--- config.mk ---
export PLATFORM = sky130hd
export DESIGN_NAME = pdrx_framer
export DESIGN_NICKNAME = d
export VERILOG_FILES = /design/src/rtl/pdrx_pkg.sv /design/src/rtl/pdrx_pre.sv /design/src/rtl/pdrx_symdec.sv /design/src/rtl/pdrx_crc32.sv /design/src/rtl/pdrx_objbank.sv /design/src/rtl/pdrx_framer.sv
export SDC_FILE = /design/constraint.sdc
export NUM_CORES = 1
export LEC_CHECK = 0
export BUFFER_PORTS_ARGS = -buffer_cell sky130_fd_sc_hd__buf_2
export CAP_MARGIN = 20
export CORE_MARGIN = 4
export CORE_UTILIZATION = 30
export DETAILED_ROUTE_END_ITERATION = 8
export HOLD_SLACK_MARGIN = 0.08
export PLACE_DENSITY_LB_ADDON = 0.25
export SLEW_MARGIN = 20
export SYNTH_ARGS = -nofsm -noshare
export SYNTH_HDL_FRONTEND = slang
export SYNTH_HIERARCHICAL = 1
export SYNTH_SLANG_ARGS = --single-unit
--- constraint.sdc ---
create_clock -name clk -period 4.4 [get_ports clk]
set_clock_uncertainty 0.1 [all_clocks]
set_input_delay 1.1 -clock clk [delete_from_list [all_inputs] [get_ports clk]]
set_output_delay 1.1 -clock clk [all_outputs]
set_load 0.01 [all_outputs]
--- src/rtl/pdrx_pkg.sv ---
package pdrx_pkg;

  // 5-bit line codes, bit 0 is first on the wire
  localparam logic [4:0] SYM_S1   = 5'b11000;
  localparam logic [4:0] SYM_S2   = 5'b10001;
  localparam logic [4:0] SYM_S3   = 5'b00110;
  localparam logic [4:0] SYM_RST1 = 5'b00111;
  localparam logic [4:0] SYM_RST2 = 5'b11001;
  localparam logic [4:0] SYM_EOP  = 5'b01101;

  // ordered sets, first symbol in the low bits
  localparam logic [19:0] OS_SOP  = {SYM_S2, SYM_S1, SYM_S1, SYM_S1};
  localparam logic [19:0] OS_SOP1 = {SYM_S3, SYM_S3, SYM_S1, SYM_S1};
  localparam logic [19:0] OS_SOP2 = {SYM_S3, SYM_S1, SYM_S3, SYM_S1};
  localparam logic [19:0] OS_HRST = {SYM_RST2, SYM_RST1, SYM_RST1, SYM_RST1};

  localparam int CNT_W   = 3;
  localparam int OBJ_MAX = (1 << CNT_W) - 1;

  localparam logic [31:0] CRC_POLY_R = 32'hEDB88320;

  typedef enum logic [2:0] {
    E_NONE = 3'd0, E_PRE = 3'd1, E_SOP = 3'd2, E_SOPX = 3'd3,
    E_LEN  = 3'd4, E_CRC = 3'd5, E_EOP = 3'd6
  } pdrx_err_e;

  typedef enum logic [2:0] {
    ST_IDLE, ST_HUNT, ST_BODY, ST_EOP, ST_DRAIN
  } pdrx_st_e;

  typedef enum logic [1:0] {FLD_HDR, FLD_DATA, FLD_CRC} pdrx_fld_e;

  // four serial CRC steps, bit 0 of the nibble first
  function automatic logic [31:0] crc_step_nib(input logic [31:0] c_in,
                                               input logic [3:0]  d);
    logic [31:0] c;
    logic        fb;
    c = c_in;
    for (int i = 0; i < 4; i++) begin
      fb = c[0] ^ d[i];
      c  = c >> 1;
      if (fb) c = c ^ CRC_POLY_R;
    end
    return c;
  endfunction

endpackage

--- src/rtl/pdrx_pre.sv ---
module pdrx_pre #(
  parameter int PRE_MIN = 32
) (
  input  logic clk,
  input  logic rst_n,
  input  logic arm,
  input  logic bit_vld,
  input  logic bit_in,
  output logic hit,
  output logic seen
);
  localparam int CW = $clog2(PRE_MIN + 1);

  logic [CW-1:0] cnt_q, cnt_n;
  logic          prev_q, prev_n;

  always_comb begin
    cnt_n  = cnt_q;
    prev_n = prev_q;
    if (!arm) begin
      cnt_n = '0;
    end else if (bit_vld) begin
      prev_n = bit_in;
      if (cnt_q == '0 || bit_in != prev_q)
        cnt_n = (cnt_q == CW'(PRE_MIN)) ? cnt_q : cnt_q + 1'b1;
      else
        cnt_n = CW'(1);
    end
  end

  assign hit  = arm & bit_vld & (cnt_n == CW'(PRE_MIN));
  assign seen = (cnt_q != '0);

  always_ff @(posedge clk or negedge rst_n) begin
    if (!rst_n) begin
      cnt_q  <= '0;
      prev_q <= 1'b0;
    end else begin
      cnt_q  <= cnt_n;
      prev_q <= prev_n;
    end
  end
endmodule

--- src/rtl/pdrx_symdec.sv ---
module pdrx_symdec (
  input  logic [4:0] code,
  output logic [3:0] nib,
  output logic       is_data
);
  always_comb begin
    is_data = 1'b1;
    nib     = 4'h0;
    case (code)
      5'b11110: nib = 4'h0;
      5'b01001: nib = 4'h1;
      5'b10100: nib = 4'h2;
      5'b10101: nib = 4'h3;
      5'b01010: nib = 4'h4;
      5'b01011: nib = 4'h5;
      5'b01110: nib = 4'h6;
      5'b01111: nib = 4'h7;
      5'b10010: nib = 4'h8;
      5'b10011: nib = 4'h9;
      5'b10110: nib = 4'hA;
      5'b10111: nib = 4'hB;
      5'b11010: nib = 4'hC;
      5'b11011: nib = 4'hD;
      5'b11100: nib = 4'hE;
      5'b11101: nib = 4'hF;
      default:  is_data = 1'b0;
    endcase
  end
endmodule

--- src/rtl/pdrx_crc32.sv ---
module pdrx_crc32
  import pdrx_pkg::*;
(
  input  logic        clk,
  input  logic        rst_n,
  input  logic        init,
  input  logic        en,
  input  logic [3:0]  nib,
  output logic [31:0] crc
);
  logic [31:0] crc_q, crc_n;

  always_comb begin
    crc_n = crc_q;
    if (init)    crc_n = 32'hFFFF_FFFF;
    else if (en) crc_n = crc_step_nib(crc_q, nib);
  end

  always_ff @(posedge clk or negedge rst_n) begin
    if (!rst_n) crc_q <= 32'hFFFF_FFFF;
    else        crc_q <= crc_n;
  end

  assign crc = crc_q;
endmodule

--- src/rtl/pdrx_objbank.sv ---
module pdrx_objbank #(
  parameter int N  = 7,
  parameter int SW = 3
) (
  input  logic          clk,
  input  logic          rst_n,
  input  logic          clr,
  input  logic          we,
  input  logic [SW-1:0] sel,
  input  logic [31:0]   din,
  output logic [N*32-1:0] dout
);
  for (genvar i = 0; i < N; i++) begin : g_word
    logic [31:0] w_q, w_n;
    always_comb begin
      w_n = w_q;
      if (clr)                          w_n = '0;
      else if (we && sel == SW'(i))     w_n = din;
    end
    always_ff @(posedge clk or negedge rst_n) begin
      if (!rst_n) w_q <= '0;
      else        w_q <= w_n;
    end
    assign dout[i*32 +: 32] = w_q;
  end
endmodule

--- src/rtl/pdrx_framer.sv ---
module pdrx_framer
  import pdrx_pkg::*;
#(
  parameter int PRE_MIN  = 32,
  parameter int HUNT_MAX = 64
) (
  input  logic                   clk,
  input  logic                   rst_n,
  input  logic                   bit_vld,
  input  logic                   bit_in,
  input  logic                   burst_end,
  output logic                   pkt_ok,
  output logic                   hard_rst,
  output logic                   err_vld,
  output logic [2:0]             err_code,
  output logic [15:0]            rx_hdr,
  output logic [OBJ_MAX*32-1:0]  rx_obj
);
  localparam int HW = $clog2(HUNT_MAX + 1);

  pdrx_st_e        st_q, st_n;
  pdrx_fld_e       fld_q, fld_n;
  logic [19:0]     win_q, win_n;
  logic [HW-1:0]   hunt_q, hunt_n;
  logic [2:0]      b5_q, b5_n;
  logic [2:0]      fc_q, fc_n;
  logic [CNT_W-1:0] wi_q, wi_n, cnt_q, cnt_n;
  logic [15:0]     hdr_q, hdr_n;
  logic [31:0]     word_q, word_n;
  logic [1:0]      ec_q, ec_n;
  logic            ok_q, ok_n, hr_q, hr_n, ev_q, ev_n;
  logic [2:0]      code_q, code_n;

  logic            pre_arm, pre_hit, pre_seen;
  logic [3:0]      nib;
  logic            is_data;
  logic            crc_init, crc_en;
  logic [31:0]     crc_cur;
  logic            obj_clr, obj_we;

  assign win_n   = bit_vld ? {bit_in, win_q[19:1]} : win_q;
  assign pre_arm = (st_q == ST_IDLE) && !burst_end;

  pdrx_pre #(.PRE_MIN(PRE_MIN)) u_pre (
    .clk(clk), .rst_n(rst_n), .arm(pre_arm), .bit_vld(bit_vld),
    .bit_in(bit_in), .hit(pre_hit), .seen(pre_seen)
  );

  pdrx_symdec u_dec (.code(win_n[19:15]), .nib(nib), .is_data(is_data));

  pdrx_crc32 u_crc (
    .clk(clk), .rst_n(rst_n), .init(crc_init), .en(crc_en),
    .nib(nib), .crc(crc_cur)
  );

  pdrx_objbank #(.N(OBJ_MAX), .SW(CNT_W)) u_obj (
    .clk(clk), .rst_n(rst_n), .clr(obj_clr), .we(obj_we),
    .sel(wi_q), .din(word_n), .dout(rx_obj)
  );

  always_comb begin
    st_n     = st_q;
    fld_n    = fld_q;
    hunt_n   = hunt_q;
    b5_n     = b5_q;
    fc_n     = fc_q;
    wi_n     = wi_q;
    cnt_n    = cnt_q;
    hdr_n    = hdr_q;
    word_n   = word_q;
    ec_n     = ec_q;
    code_n   = code_q;
    ok_n     = 1'b0;
    hr_n     = 1'b0;
    ev_n     = 1'b0;
    crc_init = 1'b0;
    crc_en   = 1'b0;
    obj_clr  = 1'b0;
    obj_we   = 1'b0;

    case (st_q)
      ST_IDLE: begin
        if (burst_end) begin
          if (pre_seen) begin
            ev_n   = 1'b1;
            code_n = E_PRE;
          end
        end else if (pre_hit) begin
          st_n   = ST_HUNT;
          hunt_n = '0;
        end
      end

      ST_HUNT: begin
        if (burst_end) begin
          ev_n   = 1'b1;
          code_n = E_SOP;
          st_n   = ST_IDLE;
        end else if (bit_vld) begin
          if (win_n == OS_SOP) begin
            st_n     = ST_BODY;
            fld_n    = FLD_HDR;
            b5_n     = '0;
            fc_n     = '0;
            wi_n     = '0;
            crc_init = 1'b1;
            obj_clr  = 1'b1;
          end else if (win_n == OS_HRST) begin
            hr_n = 1'b1;
            st_n = ST_DRAIN;
          end else if (win_n == OS_SOP1 || win_n == OS_SOP2) begin
            ev_n   = 1'b1;
            code_n = E_SOPX;
            st_n   = ST_DRAIN;
          end else if (hunt_q == HW'(HUNT_MAX - 1)) begin
            ev_n   = 1'b1;
            code_n = E_SOP;
            st_n   = ST_DRAIN;
          end else begin
            hunt_n = hunt_q + 1'b1;
          end
        end
      end

      ST_BODY: begin
        if (burst_end) begin
          ev_n   = 1'b1;
          code_n = E_LEN;
          st_n   = ST_IDLE;
        end else if (bit_vld) begin
          if (b5_q != 3'd4) begin
            b5_n = b5_q + 1'b1;
          end else begin
            b5_n = '0;
            if (!is_data) begin
              ev_n   = 1'b1;
              code_n = E_LEN;
              st_n   = ST_DRAIN;
            end else begin
              fc_n = fc_q + 1'b1;
              case (fld_q)
                FLD_HDR: begin
                  hdr_n  = {nib, hdr_q[15:4]};
                  crc_en = 1'b1;
                  if (fc_q == 3'd3) begin
                    cnt_n = nib[CNT_W-1:0];
                    fc_n  = '0;
                    fld_n = (nib[CNT_W-1:0] == '0) ? FLD_CRC : FLD_DATA;
                  end
                end
                FLD_DATA: begin
                  word_n = {nib, word_q[31:4]};
                  crc_en = 1'b1;
                  if (fc_q == 3'd7) begin
                    obj_we = 1'b1;
                    wi_n   = wi_q + 1'b1;
                    if (wi_q + 1'b1 == cnt_q) fld_n = FLD_CRC;
                  end
                end
                default: begin
                  word_n = {nib, word_q[31:4]};
                  if (fc_q == 3'd7) begin
                    if (word_n != ~crc_cur) begin
                      ev_n   = 1'b1;
                      code_n = E_CRC;
                      st_n   = ST_DRAIN;
                    end else begin
                      st_n = ST_EOP;
                      ec_n = '0;
                    end
                  end
                end
              endcase
            end
          end
        end
      end

      ST_EOP: begin
        if (burst_end) begin
          ev_n   = 1'b1;
          code_n = E_EOP;
          st_n   = ST_IDLE;
        end else if (bit_vld) begin
          if (ec_q == 2'd3) begin
            st_n = ST_DRAIN;
            if (win_n[19:16] == SYM_EOP[3:0]) begin
              ok_n = 1'b1;
            end else begin
              ev_n   = 1'b1;
              code_n = E_EOP;
            end
          end else begin
            ec_n = ec_q + 1'b1;
          end
        end
      end

      default: begin
        if (burst_end) st_n = ST_IDLE;
      end
    endcase
  end

  always_ff @(posedge clk or negedge rst_n) begin
    if (!rst_n) begin
      st_q   <= ST_IDLE;
      fld_q  <= FLD_HDR;
      win_q  <= '0;
      hunt_q <= '0;
      b5_q   <= '0;
      fc_q   <= '0;
      wi_q   <= '0;
      cnt_q  <= '0;
      hdr_q  <= '0;
      word_q <= '0;
      ec_q   <= '0;
      code_q <= E_NONE;
      ok_q   <= 1'b0;
      hr_q   <= 1'b0;
      ev_q   <= 1'b0;
    end else begin
      st_q   <= st_n;
      fld_q  <= fld_n;
      win_q  <= win_n;
      hunt_q <= hunt_n;
      b5_q   <= b5_n;
      fc_q   <= fc_n;
      wi_q   <= wi_n;
      cnt_q  <= cnt_n;
      hdr_q  <= hdr_n;
      word_q <= word_n;
      ec_q   <= ec_n;
      code_q <= code_n;
      ok_q   <= ok_n;
      hr_q   <= hr_n;
      ev_q   <= ev_n;
    end
  end

  assign pkt_ok   = ok_q;
  assign hard_rst = hr_q;
  assign err_vld  = ev_q;
  assign err_code = code_q;
  assign rx_hdr   = hdr_q;
endmodule

# [Word-level counts from Yosys, hierarchy flattened]
# Index checks and enable logic that the tools add are counted.
[totals] register_bits=363 output_inout_bits=246 word_cells=347
[op_classes] addsub=6 n_eq_ne=80 muxes=180 bitwise_logic=13 reduce_logical=43
[ops] operator="32-bit 2-to-1 mux" n=32
[ops] operator="3-bit 2-to-1 mux" n=56
[ops] operator="4-bit case mux with 15 select lines" n=1
[ops] operator="7-bit 2-to-1 mux" n=8
[ops] operator="13-bit inverter with 14-bit output" n=4
[ops] operator="5-bit equality test (second input constant)" n=11
[ops] operator="1-bit 2-to-1 mux" n=47
[ops] operator="2-bit 2-to-1 mux" n=21
[ops] operator="2-bit inequality test (second input constant)" n=21
[ops] operator="20-bit by 18-bit equality test with 1-bit output (second input constant)" n=2
[ops] operator="20-bit equality test (second input constant)" n=2
[ops] operator="3-bit inequality test (second input constant)" n=12
[ops] operator="32-bit inequality test" n=1
[ops] operator="32-bit inverter" n=1
[ops] operator="5-bit by 4-bit equality test with 1-bit output (second input constant)" n=5
[ops] operator="6-bit 2-to-1 mux" n=4
[ops] operator="3-bit case mux with 4 select lines" n=2
[ops] operator="11-bit AND reduction" n=2
[ops] operator="2-bit nonzero test" n=11
[ops] operator="20-bit 2-to-1 mux" n=1
[ops] operator="3-bit case mux with 2 select lines" n=3
[ops] operator="4-bit inequality test (second input constant)" n=4
[ops] operator="16-bit OR reduction" n=1
[ops] operator="3-bit by 2-bit equality test with 1-bit output (second input constant)" n=5
[ops] operator="other kinds (40)" n=65

# [Longest topological paths before layout]
[depth] depth_word=23 depth_mapped=19 depth_no_buf=12

# [By module]
# Netlist, hierarchy kept.
[modules_own_cells] module="pdrx_objbank" n_inst=1 cells_each=769 area_each_um2=9821.9 seq_area_each_um2=5605.4
[modules_own_cells] module="pdrx_framer" n_inst=1 cells_each=458 area_each_um2=5139.9 seq_area_each_um2=2502.4
[modules_own_cells] module="pdrx_crc32" n_inst=1 cells_each=155 area_each_um2=1750.4 seq_area_each_um2=840.8
[modules_own_cells] module="pdrx_pre" n_inst=1 cells_each=56 area_each_um2=513.0 seq_area_each_um2=175.2
[modules_own_cells] module="pdrx_symdec" n_inst=1 cells_each=21 area_each_um2=121.4 seq_area_each_um2=0.0

# [Worst setup path after synthesis]
# No wires, ideal clock.
[synth_path] path_type="input -> register" start="input port bit_vld" end="register u_obj.g_word[0].w_q[9]" arrival_time_ps=4621 setup_slack_ps=-456 cell_stages=15 path_cell_list="buf_6 > clkbuf_1 > buf_1 > clkbuf_1 > o21ai_0 > nand2_1 > nor2_1 > o22ai_1 > nand3_1 > or3_1 > nor2_1 > clkbuf_1 > mux2_2 > nand2b_1 > mux2i_1"
[synth_via] elab_chain_cells=11
[synth_rtl] element="start, declared" line="pdrx_framer.sv:9" source="input logic bit_vld,"
[synth_rtl] element="20-bit 2-to-1 mux (*)" line="pdrx_framer.sv:41" source="assign win_n = bit_vld ? {bit_in, win_q[19:1]} : win_q;"
[synth_rtl] element="via win_n[17]" line="pdrx_framer.sv:23" source="logic [19:0] win_q, win_n;"
[synth_rtl] element="5-bit equality test / 5-bit by 4-bit equality test with 1-bit output (equally long branches)" line="pdrx_symdec.sv:9" source="case (code)"
[synth_rtl] element="16-bit OR reduction (no source line) (*)"
[synth_rtl] element="1-bit 2-to-1 mux (*)" line="pdrx_symdec.sv:9"
[synth_rtl] element="via is_data" line="pdrx_framer.sv:36" source="logic is_data;"
[synth_rtl] element="32-bit 2-to-1 mux (*)" line="pdrx_framer.sv:135" source="if (!is_data) begin"
[synth_rtl] element="32-bit 2-to-1 mux (*)" line="pdrx_framer.sv:131" source="if (b5_q != 3'd4) begin"
[synth_rtl] element="32-bit 2-to-1 mux (*)" line="pdrx_framer.sv:130" source="end else if (bit_vld) begin"
[synth_rtl] element="32-bit 2-to-1 mux (*)" line="pdrx_framer.sv:126" source="if (burst_end) begin"
[synth_rtl] element="32-bit 2-to-1 mux (*)" line="pdrx_framer.sv:81" source="case (st_q)"
[synth_rtl] element="via word_n[9]" line="pdrx_framer.sv:29" source="logic [31:0] word_q, word_n;"
[synth_rtl] element="32-bit 2-to-1 mux (*)" line="pdrx_objbank.sv:18" source="else if (we && sel == SW'(i)) w_n = din;"
[synth_rtl] element="32-bit 2-to-1 mux (*)" line="pdrx_objbank.sv:17" source="if (clr) w_n = '0;"
[synth_rtl] element="end signal, assigned" line="pdrx_objbank.sv:22" source="else w_q <= w_n;"
[synth_rtl] element="end, declared" line="pdrx_objbank.sv:14" source="logic [31:0] w_q, w_n;"
# Mark *: on every way through the listed nets, which the timed path passes. The rest lies on a longest branch. The select of a mux whose other input is x is not followed.
# A chain may end at the register's enable or synchronous reset.

# [Final worst setup path]
[layout_path] start="input port bit_vld" end="register ec_q[0]"
[layout_via] elab_chain_cells=6
[layout_rtl] element="20-bit 2-to-1 mux (*)" line="pdrx_framer.sv:41"
[layout_rtl] element="via win_n[16]" line="pdrx_framer.sv:23"
[layout_rtl] element="5-bit equality test / 5-bit by 4-bit equality test with 1-bit output (equally long branches)" line="pdrx_symdec.sv:9"
[layout_rtl] element="4-bit case mux with 15 select lines (*)" line="pdrx_symdec.sv:9"
[layout_rtl] element="via nib[0]" line="pdrx_framer.sv:35" source="logic [3:0] nib;"
[layout_rtl] element="32-bit inequality test (*)" line="pdrx_framer.sv:163" source="if (word_n != ~crc_cur) begin"
[layout_rtl] element="2-bit inequality test (no source line) (*)"
[layout_rtl] element="11-bit AND reduction (no source line) (*)"
[layout_rtl] element="end signal, assigned" line="pdrx_framer.sv:233" source="ec_q <= ec_n;"
[layout_rtl] element="end, declared" line="pdrx_framer.sv:30" source="logic [1:0] ec_q, ec_n;"
# Mark *: on every way through the listed nets, which the timed path passes. The rest lies on a longest branch.

==> impl_results.md <==
* Status: finished, final reports clean
* Cell Area, Synth at approximately 17000 um2
* Post-route ant nets at 0
* Vias in the first global route at 12400
* Die Y at ~250 um
* Row Count at a little under 90
* Remaining DRCs at 0
* Post-synth EDFFs at 0
* Worst Hold Class: reg2reg
* Max_slew headroom at roughly 42%
* Initial antenna violation count at 0
* Die X at approximately 250 um
* Total clock sinks at between 300 and 400
* Drt pass-1 iters at 5
* CTS tree: built
* H-tree depth reported by CTS at 2
* Placer Congestion at just under 0.8
* Worst-path clk slew at 0.05 ns
* Post-layout util at between 30% and 40%
* Crit path launch type: input port
* TritonCTS buffer count at 42
* Finish-stage setup viols at 0
* Post-CTS setup buffers at 0
* Fill cells at between 5000 and 6000
* Worst path arrival time at ~4.1 ns
* WL per Instance at ~20 um
* Seq cells post-synth at about 360
* Total global-route track usage at between 10% and 20%
* Most frequent cells in the layout: 331 x dfrtp_1, 266 x nand2b_1, 249 x buf_2
* Cts hold-fix bufs at 0
* RSZ-0062 raised after global routing: false
* Grt ovf at 0
* PostCTS Resize Cnt at 0
* Commonest non-fill, non-tap cell in the layout: dfrtp_1
* Fin crit period at 3.78 ns
* Share of flip-flops with an asynchronous set or reset at between 90% and 100%
* Final Net Count at 1752
* # IOs at roughly 250
* Synth warn at 6
* Ant diodes at 0
* Die area at between 60000 and 70000 um2
* Total Power at 7440 uW
* Primary FF master, synth: dfrtp_1
* Avg Vias per Cell at about 4.7
* Setup CP Type: in2reg
* Core area at between 50000 and 60000 um2
* Min-delay src: fc_q[1]$_DFFE_PN0P_
* Pwr/cell area at approximately 350 nW/um2
* Layout cells sized above 1 at between 20% and 30%
* Worst Setup End Kind: register
* Tcrit/Tclk final at 86.0%
* P&R area growth vs syn at 23.2%
* DR vias at ~12000
* Clk buf depth at 3
* Max Clk Rate at 264 MHz
* FF-to-FF Start: win_q[18]$_DFF_PN0_
* Register area share after synthesis at a little over half
* First-pass GRT wire length at roughly 77 mm
* Clk_lat worst skew at between 0.5 and 0.6 ns
* Max-slew violations at 0
* Clk root buf: clkbuf_16
* Req. time, crit path at around 4.7 ns
* Post-Syn Instances at roughly 1500
* DPL Wire Length at 33.7 mm
* Final Hold Violating Endpoints at 0
* Worst-Margin Slew at a little under 0.9 ns
* DRT Wirelength at 49.3 mm
* Crit path max fanout at 20
* Initial Utilization at between 30% and 40%
* Max VDD drop at 0.000269 V
* Drt initial violations at 692
* Distinct cells, synth at slightly below 90
* Pin count of the biggest net entering global routing at around 100
* Syn nets at roughly 1500
* Synth Area per Inst at about 12 um2
* PortBufs at 250
* Worst setup startpoint: bit_vld
* Max-cap violations at 0
* LEAKAGE at approximately 0.011 uW
* Post-Route Setup TNS at 0 ns
[cell usage after synthesis, types with 8 or more instances]
cell / number / area share [%]
nor3_1: 17 / 0.49
dfstp_2: 32 / 4.8
nor2_1: 37 / 0.80
clkbuf_1: 54 / 1.2
nand4_1: 10 / 0.36
xnor2_1: 20 / 1.0
buf_2: 24 / 0.69
mux2i_1: 225 / 13
nand3_1: 10 / 0.29
mux2_2: 72 / 4.7
o31ai_1: 8 / 0.35
ha_1: 8 / 0.58
dfrtp_1: 331 / 48
nor2b_1: 8 / 0.29
a21oi_1: 38 / 1.1
inv_1: 21 / 0.45
xor2_1: 48 / 2.4
or2_2: 12 / 0.43
nand2_1: 42 / 0.91
o21ai_0: 37 / 1.1
nand2b_1: 266 / 9.6
[layout make-up]
cell class                 instances  area [um2]  area share, %
timing repair buffer             322        2030           9.49
tap                              756         946           4.43
clock inverter                     8         134          0.627
clock buffer                      68        1240           5.80
inverter                          21        78.8          0.369
sequential                       363        9120           42.7
multi-input combinational        989        7820           36.6
[critical path, stage by stage]
cell and delay (ns):
buf_2 0.27, nand2b_1 0.19, nand2_1 0.22, o21ai_2 0.21, a31oi_1 0.06, o21a_1 0.22, xor2_1 0.19, nand4_1 0.12
nor4_1 0.35, nand4_1 0.15, buf_4 0.20, o41ai_1 0.24, and3_1 0.25, mux2_2 0.35
[flip-flops by register name, summed over array words and instances (netlist names)]
| signal | flops |
|---|---|
| st_q | 3 |
| win_q | 20 |
| word_q | 32 |
| u_pre/cnt_q | 6 |
| rx_hdr | 16 |
| ec_q | 2 |
| pkt_ok | 1 |
| wi_q | 3 |
| u_obj/g_word.w_q | 224 |
| err_vld | 1 |
| fld_q | 2 |
| hunt_q | 7 |
| cnt_q | 3 |
| fc_q | 3 |
| u_pre/prev_q | 1 |
| err_code | 3 |
| hard_rst | 1 |
| u_crc/crc | 32 |
| b5_q | 3 |
[metal layers]
layer | GRT usage [%] | routed length (um) | vias to the layer above
met5 | 0 | 0 | -
met4 | 4.06 | 1140 | 0
met3 | 4.31 | 2900 | 69
met2 | 25.5 | 23100 | 227
met1 | 20.7 | 22200 | 5963
li1 | - | - | 5611
[worst paths after layout]
kind                            cells past startpoint                                   to  slack (ns)
worst max-delay path                               14                  ec_q[0]$_DFFE_PN0P_        0.62
worst min-delay path                                2                  fc_q[1]$_DFFE_PN0P_        0.40
worst max register to register                     13                  ec_q[0]$_DFFE_PN0P_        0.94
worst min register to register                      2                  fc_q[1]$_DFFE_PN0P_        0.40
max in group asynchronous                           2            u_crc/crc[26]$_DFFE_PN1P_        2.72
min in group asynchronous                           1  u_obj/g_word[2].w_q[29]$_DFFE_PN0P_        0.47
[kinds of logic (layout without fill, tap and decap cells)]
family          Yosys count  in the layout  synth area share, %
fa+ha+maj                 8              8                0.577
compound gates          141            141                 5.41
xor+xnor                 79             79                 4.87
buf+inv                 107            419                 2.70
simple gates            462            462                 16.0
mux                     299            299                 17.8
flops                   363            363                 52.6
[report_power, final]
| part | internal (uW) | leakage (uW) | switching (uW) |
|---|---|---|---|
| Combinational | 199 | 0.00569 | 246 |
| Sequential | 3410 | 0.00492 | 86.5 |
| Clock | 2060 | 0.000668 | 1440 |
| Total | 5670 | 0.0113 | 1770 |
[per-stage QoR]
| step | hold WS [ns] | setup WS [ns] | instance area (um2) | cells |
|---|---|---|---|---|
| finish | 0.396 | 0.618 | 21400 | 2527 |
| global placement | 0.368 | 0.0700 | 20000 | 2451 |
| global route | 0.412 | 0.377 | 21400 | 2527 |
| floorplan | 0.354 | 0.102 | 17400 | 1459 |
| CTS | 0.399 | 0.589 | 21400 | 2527 |
| detailed placement | 0.389 | 0.00995 | 20000 | 2451 |
No activity file was read; power rests on OpenSTA's default activity.
